**src/rtl/can_rxq_pkg.sv**
```systemverilog
package can_rxq_pkg;

   typedef enum logic {
      WM_ONE_FREE  = 1'b0,
      WM_FOUR_FREE = 1'b1
   } wm_sel_e;

   localparam logic [4:0] IRQ_CODE_FIFO = 5'b10000;
   localparam logic [4:0] IRQ_CODE_NONE = 5'b00000;

endpackage

```
**src/rtl/rxq_depth_calc.sv**
```systemverilog
// Turns the transmit/receive setting of the programmable slots into a queue depth:
// the fixed slots plus the index of the lowest slot set to transmit.
module rxq_depth_calc #(
   parameter int unsigned FIX_SLOTS  = 2,
   parameter int unsigned PROG_SLOTS = 6,
   parameter int unsigned PTR_W      = 4
) (
   input  logic [PROG_SLOTS-1:0] tx_cfg_i,
   output logic [PTR_W-1:0]      depth_o
);

   logic [PTR_W-1:0] cand [PROG_SLOTS+1];

   assign cand[PROG_SLOTS] = PTR_W'(FIX_SLOTS + PROG_SLOTS);

   for (genvar i = PROG_SLOTS - 1; i >= 0; i--) begin : g_prio
      assign cand[i] = tx_cfg_i[i] ? PTR_W'(FIX_SLOTS + i) : cand[i+1];
   end

   assign depth_o = cand[0];

endmodule

```
**src/rtl/rxq_ptr.sv**
```systemverilog
// Pointer that wraps at a depth chosen at run time.
module rxq_ptr #(
   parameter int unsigned PTR_W = 4
) (
   input  logic             clk_i,
   input  logic             clear_i,
   input  logic             adv_i,
   input  logic [PTR_W-1:0] depth_i,
   output logic [PTR_W-1:0] ptr_o
);

   logic [PTR_W-1:0] ptr_q;
   logic             at_last;

   assign at_last = (ptr_q == depth_i - PTR_W'(1));

   always_ff @(posedge clk_i) begin
      if (clear_i) begin
         ptr_q <= '0;
      end else if (adv_i) begin
         ptr_q <= at_last ? '0 : ptr_q + PTR_W'(1);
      end
   end

   assign ptr_o = ptr_q;

endmodule

```
**src/rtl/rxq_store.sv**
```systemverilog
// Slot payload registers with one full flag per slot.
module rxq_store #(
   parameter int unsigned SLOTS         = 8,
   parameter int unsigned DATA_W        = 32,
   parameter int unsigned PTR_W         = 4,
   parameter bit          RESET_PAYLOAD = 1'b1
) (
   input  logic              clk_i,
   input  logic              clear_all_i,
   input  logic              set_en_i,
   input  logic [PTR_W-1:0]  set_idx_i,
   input  logic [DATA_W-1:0] set_data_i,
   input  logic              clr_en_i,
   input  logic [PTR_W-1:0]  clr_idx_i,
   input  logic [PTR_W-1:0]  rd_idx_i,
   output logic [DATA_W-1:0] rd_data_o,
   output logic [SLOTS-1:0]  full_o
);

   logic [DATA_W-1:0] pay_q [SLOTS];
   logic [SLOTS-1:0]  flag_q;

   for (genvar i = 0; i < SLOTS; i++) begin : g_slot
      localparam logic [PTR_W-1:0] IDX = PTR_W'(i);
      logic hit_set;
      logic hit_clr;

      assign hit_set = set_en_i && (set_idx_i == IDX);
      assign hit_clr = clr_en_i && (clr_idx_i == IDX);

      always_ff @(posedge clk_i) begin
         if (clear_all_i) begin
            flag_q[i] <= 1'b0;
         end else if (hit_set) begin
            flag_q[i] <= 1'b1;
         end else if (hit_clr) begin
            flag_q[i] <= 1'b0;
         end
      end

      if (RESET_PAYLOAD) begin : g_rst_pay
         always_ff @(posedge clk_i) begin
            if (clear_all_i) begin
               pay_q[i] <= '0;
            end else if (hit_set) begin
               pay_q[i] <= set_data_i;
            end
         end
      end else begin : g_free_pay
         always_ff @(posedge clk_i) begin
            if (hit_set) begin
               pay_q[i] <= set_data_i;
            end
         end
      end
   end

   always_comb begin
      rd_data_o = '0;
      for (int unsigned k = 0; k < SLOTS; k++) begin
         if (rd_idx_i == PTR_W'(k)) begin
            rd_data_o = pay_q[k];
         end
      end
   end

   assign full_o = flag_q;

endmodule

```
**src/rtl/can_rxq_fifo.sv**
```systemverilog
module can_rxq_fifo
   import can_rxq_pkg::*;
#(
   parameter int unsigned FIX_SLOTS     = 2,
   parameter int unsigned PROG_SLOTS    = 6,
   parameter int unsigned DATA_W        = 32,
   parameter int unsigned PTR_W         = 4,
   parameter int unsigned WM_NEAR       = 1,
   parameter int unsigned WM_FAR        = 4,
   parameter bit          RESET_PAYLOAD = 1'b1
) (
   input  logic                            clk_i,
   input  logic                            rst_ni,
   input  logic                            flush_i,
   input  logic                            acc_valid_i,
   input  logic [DATA_W-1:0]               acc_data_i,
   input  logic [PROG_SLOTS-1:0]           slot_tx_cfg_i,
   input  logic                            clr_full_i,
   input  logic                            wm_sel_i,
   input  logic                            ovf_clr_i,
   output logic [PTR_W-1:0]                rd_ptr_o,
   output logic [FIX_SLOTS+PROG_SLOTS-1:0] full_o,
   output logic [DATA_W-1:0]               rd_data_o,
   output logic [4:0]                      irq_code_o,
   output logic                            wm_irq_o,
   output logic                            ovf_o
);

   localparam int unsigned SLOTS = FIX_SLOTS + PROG_SLOTS;

   if (FIX_SLOTS < 1) begin : g_chk_fix
      $error("can_rxq_fifo: at least one fixed receive slot is needed");
   end
   if (PROG_SLOTS < 1) begin : g_chk_prog
      $error("can_rxq_fifo: at least one programmable slot is needed");
   end
   if (SLOTS >= (1 << PTR_W)) begin : g_chk_ptr
      $error("can_rxq_fifo: PTR_W too narrow for the slot count");
   end
   if (WM_NEAR > WM_FAR || WM_FAR >= SLOTS) begin : g_chk_wm
      $error("can_rxq_fifo: watermark levels out of order or range");
   end
   if (DATA_W < 1) begin : g_chk_data
      $error("can_rxq_fifo: payload width must be positive");
   end

   logic             reload;
   logic [PTR_W-1:0] depth_new;
   logic [PTR_W-1:0] depth_q;
   logic [PTR_W-1:0] count_q;
   logic [PTR_W-1:0] wr_q;
   logic [PTR_W-1:0] rd_q;
   logic [SLOTS-1:0] full_q;
   logic             ovf_q;
   logic             q_full;
   logic             rd_slot_full;
   logic             push;
   logic             pop;
   logic             drop;
   logic [PTR_W-1:0] free_slots;
   logic [PTR_W-1:0] wm_level;
   wm_sel_e          wm_sel;

   assign reload = !rst_ni || flush_i;

   rxq_depth_calc #(
      .FIX_SLOTS (FIX_SLOTS),
      .PROG_SLOTS(PROG_SLOTS),
      .PTR_W     (PTR_W)
   ) depth_i (
      .tx_cfg_i(slot_tx_cfg_i),
      .depth_o (depth_new)
   );

   always_ff @(posedge clk_i) begin
      if (reload) begin
         depth_q <= depth_new;
      end
   end

   assign q_full = (count_q == depth_q);

   always_comb begin
      rd_slot_full = 1'b0;
      for (int unsigned k = 0; k < SLOTS; k++) begin
         if (rd_q == PTR_W'(k)) begin
            rd_slot_full = full_q[k];
         end
      end
   end

   assign push = acc_valid_i && !q_full && !flush_i;
   assign drop = acc_valid_i && q_full && !flush_i;
   assign pop  = clr_full_i && rd_slot_full && !flush_i;

   always_ff @(posedge clk_i) begin
      if (reload) begin
         count_q <= '0;
      end else if (push && !pop) begin
         count_q <= count_q + PTR_W'(1);
      end else if (pop && !push) begin
         count_q <= count_q - PTR_W'(1);
      end
   end

   always_ff @(posedge clk_i) begin
      if (reload) begin
         ovf_q <= 1'b0;
      end else if (drop) begin
         ovf_q <= 1'b1;
      end else if (ovf_clr_i) begin
         ovf_q <= 1'b0;
      end
   end

   rxq_ptr #(.PTR_W(PTR_W)) wr_ptr_i (
      .clk_i  (clk_i),
      .clear_i(reload),
      .adv_i  (push),
      .depth_i(depth_q),
      .ptr_o  (wr_q)
   );

   rxq_ptr #(.PTR_W(PTR_W)) rd_ptr_i (
      .clk_i  (clk_i),
      .clear_i(reload),
      .adv_i  (pop),
      .depth_i(depth_q),
      .ptr_o  (rd_q)
   );

   rxq_store #(
      .SLOTS        (SLOTS),
      .DATA_W       (DATA_W),
      .PTR_W        (PTR_W),
      .RESET_PAYLOAD(RESET_PAYLOAD)
   ) store_i (
      .clk_i      (clk_i),
      .clear_all_i(reload),
      .set_en_i   (push),
      .set_idx_i  (wr_q),
      .set_data_i (acc_data_i),
      .clr_en_i   (pop),
      .clr_idx_i  (rd_q),
      .rd_idx_i   (rd_q),
      .rd_data_o  (rd_data_o),
      .full_o     (full_q)
   );

   assign wm_sel     = wm_sel_e'(wm_sel_i);
   assign wm_level   = (wm_sel == WM_FOUR_FREE) ? PTR_W'(WM_FAR) : PTR_W'(WM_NEAR);
   assign free_slots = depth_q - count_q;

   assign rd_ptr_o   = rd_q;
   assign full_o     = full_q;
   assign irq_code_o = rd_slot_full ? IRQ_CODE_FIFO : IRQ_CODE_NONE;
   assign wm_irq_o   = (count_q != '0) && (free_slots <= wm_level);
   assign ovf_o      = ovf_q;

endmodule

```
**config.mk**
```make
export PLATFORM = sky130hd
export DESIGN_NAME = can_rxq_fifo
export DESIGN_NICKNAME = d
export VERILOG_FILES = /design/src/rtl/can_rxq_pkg.sv /design/src/rtl/rxq_depth_calc.sv /design/src/rtl/rxq_ptr.sv /design/src/rtl/rxq_store.sv /design/src/rtl/can_rxq_fifo.sv
export SDC_FILE = /design/constraint.sdc
export NUM_CORES = 1
export LEC_CHECK = 0
export BUFFER_PORTS_ARGS = -buffer_cell sky130_fd_sc_hd__buf_2
export CORE_ASPECT_RATIO = 1.2
export CORE_UTILIZATION = 45
export CTS_CLUSTER_SIZE = 40
export DETAILED_ROUTE_END_ITERATION = 12
export MAX_ROUTING_LAYER = met4
export SYNTH_ARGS = -nofsm -noshare
export SYNTH_HDL_FRONTEND = slang
export SYNTH_SLANG_ARGS = --single-unit
```
**constraint.sdc**
```tcl
create_clock -name clk_i -period 3.97 [get_ports clk_i]
set_input_delay 0.1985 -clock clk_i [delete_from_list [all_inputs] [get_ports clk_i]]
set_output_delay 0.1985 -clock clk_i [all_outputs]
set_load 0.01 [all_outputs]
```
# Word-level counts from Yosys, hierarchy flattened
# Memory sizes are Yosys's and may differ from the RTL's.
# Index checks and enable logic that the tools add are counted.
[totals]
n_memories = 1
ramBits = 256
output_inout_bits = 51
input_bits = 45
wordCells = 173
ff_bits = 25
[mem_list]
columns = ["memory", "words", "width", "rd", "rd_clocked_by_memory_dff", "wr", "line", "source"]
rows = [
  ["store_i.pay_q", 8, 32, 8, 0, 8, "rxq_store.sv:20", "logic [DATA_W-1:0] pay_q [SLOTS];"],
]
[classes]
magnitude_cmp = 1
bitwise = 8
n_reduce_logical = 46
mux = 79
n_eq_ne = 17
addsub = 6
[ops]
columns = ["cell", "n"]
rows = [
  ["$mux 32", 16],
  ["$mux 1", 53],
  ["$eq 4x3->1 const B", 8],
  ["$logic_and 1x1->1", 25],
  ["$mux 4", 5],
  ["$reduce_bool 2->1", 10],
  ["$eq 4x2->1 const B", 4],
  ["$add 4x1->4 const B", 3],
  ["$eq 4x4->1", 3],
  ["$mux 3", 4],
  ["$eq 4x1->1 const B", 2],
  ["$logic_not 4->1", 2],
  ["$or 1x1->1", 8],
  ["$sub 4x1->4 const B", 2],
  ["$logic_not 1->1", 5],
  ["$mux 5", 1],
  ["$reduce_or 5->1", 1],
  ["$le 4x3->1", 1],
  ["$reduce_bool 4->1", 1],
  ["$sub 4x4->4", 1],
  ["$reduce_or 2->1", 1],
  ["$logic_or 1x1->1", 1],
]

# Depth between registers and ports, before layout
[logic_depth]
word_depth = 14
ltp_mapped = 16

# Hierarchy
# From an unflattened synthesis, not the netlist that was laid out.
[unflattened]
hier_cells = 1116
area_unflattened_um2 = 13882.1
[by_module_without_submodules]
columns = ["module", "area_each_um2", "n_inst", "cells_each", "seq_area_each_um2"]
rows = [
  ["rxq_store", 12544.5, 1, 977, 7847.5],
  ["can_rxq_fifo", 743.2, 1, 77, 220.2],
  ["rxq_ptr", 266.5, 2, 26, 80.1],
  ["rxq_depth_calc", 61.3, 1, 10, 0.0],
]

# Least setup slack after synthesis
# OpenSTA, ideal clock, no wires.
[synth_timing]
path_type = "register -> register"
start = "register rd_ptr_i.ptr_q[0] (netlist: rd_ptr_i.ptr_o[0])"
end = "register count_q[3]"
setup_slack_ns = 0.625
synth_period_minus_slack_ns = 3.345
path_buffers = 1
t_arrival_ns = 3.275
stages_incl_launch_ff = 17
cell_sequence = "dfxtp_1 inv_1 ha_1 nor2b_1 buf_2 a221o_1 a32oi_2 o21ai_1 nand2b_1 ha_1 inv_1 ha_1 a21o_1 a21oi_1 xnor2_1 or3_1 a21oi_1"
[synth_via]
elab_chain_len = 14
[synth_rtl]
columns = ["item", "line", "source"]
rows = [
  ["start: declaration", "rxq_ptr.sv:12", "logic [PTR_W-1:0] ptr_q;"],
  ["start signal: assignment", "rxq_ptr.sv:21", "ptr_q <= at_last ? '0 : ptr_q + PTR_W'(1);"],
  ["$logic_not 4->1", "can_rxq_fifo.sv:86", "if (rd_q == PTR_W'(k)) begin"],
  ["$mux 1 (7 in a row)", "can_rxq_fifo.sv:86", ""],
  ["$mux 1 *", "can_rxq_fifo.sv:86", ""],
  ["$logic_and 1x1->1 * (2 in a row)", "can_rxq_fifo.sv:94", "assign pop = clr_full_i && rd_slot_full && !flush_i;"],
  ["$logic_not 1->1", "can_rxq_fifo.sv:99", "end else if (push && !pop) begin"],
  ["$logic_and 1x1->1", "can_rxq_fifo.sv:99", ""],
  ["$mux 4 / $reduce_bool 2->1 (equally long branches)", "n/a", ""],
  ["end signal: assignment", "can_rxq_fifo.sv:100", "count_q <= count_q + PTR_W'(1);"],
  ["end signal: assignment", "can_rxq_fifo.sv:102", "count_q <= count_q - PTR_W'(1);"],
  ["end: declaration", "can_rxq_fifo.sv:50", "logic [PTR_W-1:0] count_q;"],
]
# Every way passes the cells marked *; elsewhere a longest branch is shown, timed or not.
# A chain may end at the register's enable or synchronous reset.

# Final worst setup path
# Ends and elaborated chain as after synthesis.

==> summary.txt <==
Multiplexer share of the synthesized area: 0.228%
Antenna violations before repair: 3
First drt pass iteration count: 7
Max incr delay on CP: 0.52 ns
CP max stage cell: dfxtp_1
Critical path cell sequence: inv_1 -> ha_1 -> nor2b_4 -> a221o_1 -> a32oi_2 -> o21ai_1 -> nand2b_1 -> ha_1 -> inv_1 -> ha_1 -> a21o_1 -> a21oi_1 -> xnor2_1 -> or3_1 -> a21oi_1
Clock Sinks: 281
First-pass GRT wire length: 52000 um
Mapped Area: 0.0132 mm2
Rows: 68
Clock Latency Late Sink: 0.54 ns
Leak pwr: 6.19 nW
H-tree lvl count: 1
Clock root buffer: clkbuf_16
Tmin final: 3.65 ns
Worst reg2reg path startpoint: rd_ptr_i.ptr_o[0]
Yosys warnings: 0
Worst-margin pin slew: 0.929 ns
Non-filler cells, final: 1556
Vias per cell: 5.71
Wirelength, routed: 33800 um
Share of cells above drive strength 1: 15.8%
Largest net degree at the start of global routing: 96
Tot Pwr: 6.35 mW
Initial Utilization: 45.8%
Hold Path Depth: 2
Post-synthesis simple-gate area fraction: 19.3%
Outcome: finished clean
CTS max path bufs: 3
Vias: 8886
Mean Syn Cell Area: 12.3 um2
Worst reg-to-reg path cell count: 15
Register area share after synthesis: 62.4%
Post-synthesis cell type count: 56
Post-synth EDFFs: 260
RSZ-0062 raised after global routing: false
Compound-Gate Fraction of Synth Area: 10.6%
Req. time, crit path: 4.44 ns
CTS clk-pin slew, worst paths: 0.06 ns
Sink of the worst hold path: store_i.pay_q[0][91]
Top cell by count, worst path: ha_1
Setup-failing EPs final: 0
Pre-CTS setup slack: 0.350 ns
Hold_ws: 0.0254 ns
Die area: 0.0300 mm2
WP data arrival: 4.12 ns
Drt drc: 0
Placed cells: 1494
Main combinational cell family by area after synthesis: simple AND/OR/NAND/NOR gates
PortBufs: 91
Setup TNS: 0 ns
FF-to-FF setup slack: 0.32 ns
CTS tree: built
Final net count: 1211
Post-synthesis xor/xnor area fraction: 1.26%
# Post-CTS Setup Buffers: 0
Area grow syn2layout: 13.6%
Hpwl dp: 19300 um
Crit-path max FO: 7
Worst Hold Class: in2reg
Num CTS Buffers: 28
GRT Overall Usage: 23.8%
Post-synthesis async set-or-reset flop share: 0%
Main flop type after synthesis: edfxtp_1
Worst Setup Start Kind: flip-flop
Fmax: 274 MHz
Remaining antenna violation count: 0
Die width: 158 um
Final hold vios: 0
Max cap viols: 0
Placeable Area: 0.0288 mm2
Max-slew violation count: 0
R2r endpoint: count_q[3]
Final period utilization: 91.9%
Hold Path Origin: acc_data_i[27]
Vias in the first global route: 8889
First-iteration detailed-routing DRC count: 769
Mapped Cells: 1073
Relative slew margins: 38.0%
Crit end category: flip-flop
VDD IR max: 0.247 mV
Drt wl/cell: 21.7 um
Setup Skew: 0.0114 ns
Seq cells post-synth: 281
Die height: 189 um
Synth Area in Adders: 1.92%
IO Count: 96
Power per cell area: 424 mW/mm2
WS Path Type: reg2reg
Routability cong.: 0.831
Remaining Overflow, GRT: 0
FILL cells: 2551
Post-route setup slack: 0.321 ns
==> flip-flops by register name, indices dropped and copies added, names as in the netlist <==
name            flops
count_q             4
wr_ptr_i.ptr_o      4
ovf_o               1
store_i.full_o      8
depth_q             4
rd_ptr_i.ptr_o      4
store_i.pay_q     256
==> synthesized netlist by cell type, types with 4 or more instances <==
| library cell | count | area (um2) |
|---|---|---|
| o211ai_1 | 28 | 210 |
| and2_1 | 130 | 813 |
| ha_1 | 17 | 213 |
| xor2_1 | 4 | 35.0 |
| a22oi_1 | 13 | 97.6 |
| nor3_1 | 38 | 190 |
| dfxtp_1 | 21 | 420 |
| a21oi_1 | 45 | 225 |
| nand2_1 | 59 | 221 |
| a222oi_1 | 25 | 250 |
| and3_1 | 135 | 845 |
| nor2b_1 | 37 | 231 |
| inv_1 | 21 | 78.8 |
| nor2_1 | 20 | 75.1 |
| xnor2_1 | 15 | 131 |
| buf_2 | 12 | 60.1 |
| buf_4 | 8 | 60.1 |
| o21ai_0 | 22 | 110 |
| buf_6 | 9 | 101 |
| clkbuf_1 | 60 | 225 |
| edfxtp_1 | 260 | 7810 |
| a221oi_1 | 32 | 280 |
| nand3_1 | 10 | 50.1 |
| nand2b_1 | 5 | 31.3 |
==> critical path: cells and delay by family, from the launching register on <==
family,cells,cell delay (ns)
adder cells (fa/ha/maj),3,0.74
AND/OR/NAND/NOR,3,0.60
buffers and inverters,2,0.24
AO/OA/AOI/OAI,6,1.41
flip-flops,1,0.52
XOR/XNOR,1,0.09
==> area by class of cell <==
cell class              count  area [um2]  area share, %
flip-flops and latches    281        8230           55.0
multi-input cells         678        4440           29.7
repair buffers            136         846           5.65
clock buffers              39         803           5.37
well taps                 385         482           3.22
inverters                  22        82.6          0.552
clock inverters            12        77.6          0.518
diodes                      3        7.51         0.0501
==> worst max path at each step <==
stage / from / end / depth (start not counted)
final: rd_ptr_i.ptr_o[0] / count_q[3] / 15
after global routing: rd_ptr_i.ptr_o[0] / rd_data_o[21] / 8
after CTS: rd_ptr_i.ptr_o[0] / rd_data_o[19] / 8
after detailed placement: rd_ptr_i.ptr_o[0] / count_q[3] / 15
after global placement: rd_ptr_i.ptr_o[0] / count_q[3] / 15
after floorplan: rd_ptr_i.ptr_o[0] / count_q[3] / 16
==> layout by cell type, fill, tap and decap left out, types with 5 or more instances in the layout <==
cell	count
clkbuf_16	29
o21ai_0	22
xnor2_1	15
inv_1	21
and3_1	135
clkinv_2	5
clkinv_1	6
and2_1	130
buf_2	91
a22oi_1	13
edfxtp_1	260
a21oi_1	45
nor3_1	38
nand2_1	55
nor2b_1	36
a221oi_1	32
buf_4	33
clkbuf_1	6
a222oi_1	25
ha_1	14
nor2_1	19
dfxtp_1	21
nand2b_1	5
o211ai_1	28
dlygate4sd3_1	8
nand3_1	10
==> stage by stage <==
stage                     util (%)  instance area, um2
after floorplan                  -               13200
after global placement        48.7               14000
after detailed placement      48.7               14000
after CTS                     52.0               15000
after global routing          52.1               15000
final                         52.1               15000
==> what timing repair did <==
action                                 in CTS  in global routing
gates resized for setup                     0                  2
setup endpoints to repair                   0                 15
endpoints found under the hold margin       7                  0
hold buffers                                8                  0
==> metal layers <==
| layer | share of wire, % | wire (um) | GRT usage (%) | vias to the layer above |
|---|---|---|---|---|
| met3 | 5.9 | 2000 | 3.11 | 34 |
| met4 | 1.5 | 506 | 5.33 | 0 |
| met1 | 43 | 14400 | 30.6 | 4412 |
| met5 | 0 | 0 | - | - |
| li1 | - | - | - | 4153 |
| met2 | 50 | 16800 | 40.0 | 287 |
==> cell families (layout without fill, tap and decap cells) <==
family | Yosys count | count (layout)
mux | 3 | 3
fa+ha+maj | 19 | 19
other cells | 1 | 7
flops | 281 | 281
xor+xnor | 19 | 19
simple gates | 445 | 445
buf+inv | 117 | 209
compound gates | 188 | 188
==> where the power goes <==
part           switching, mW  internal, mW  total [mW]
clock network           1.09          1.47        2.56
registers             0.0411          3.35        3.39
logic                  0.256         0.144       0.400
Power figures use the tool's default switching activity.
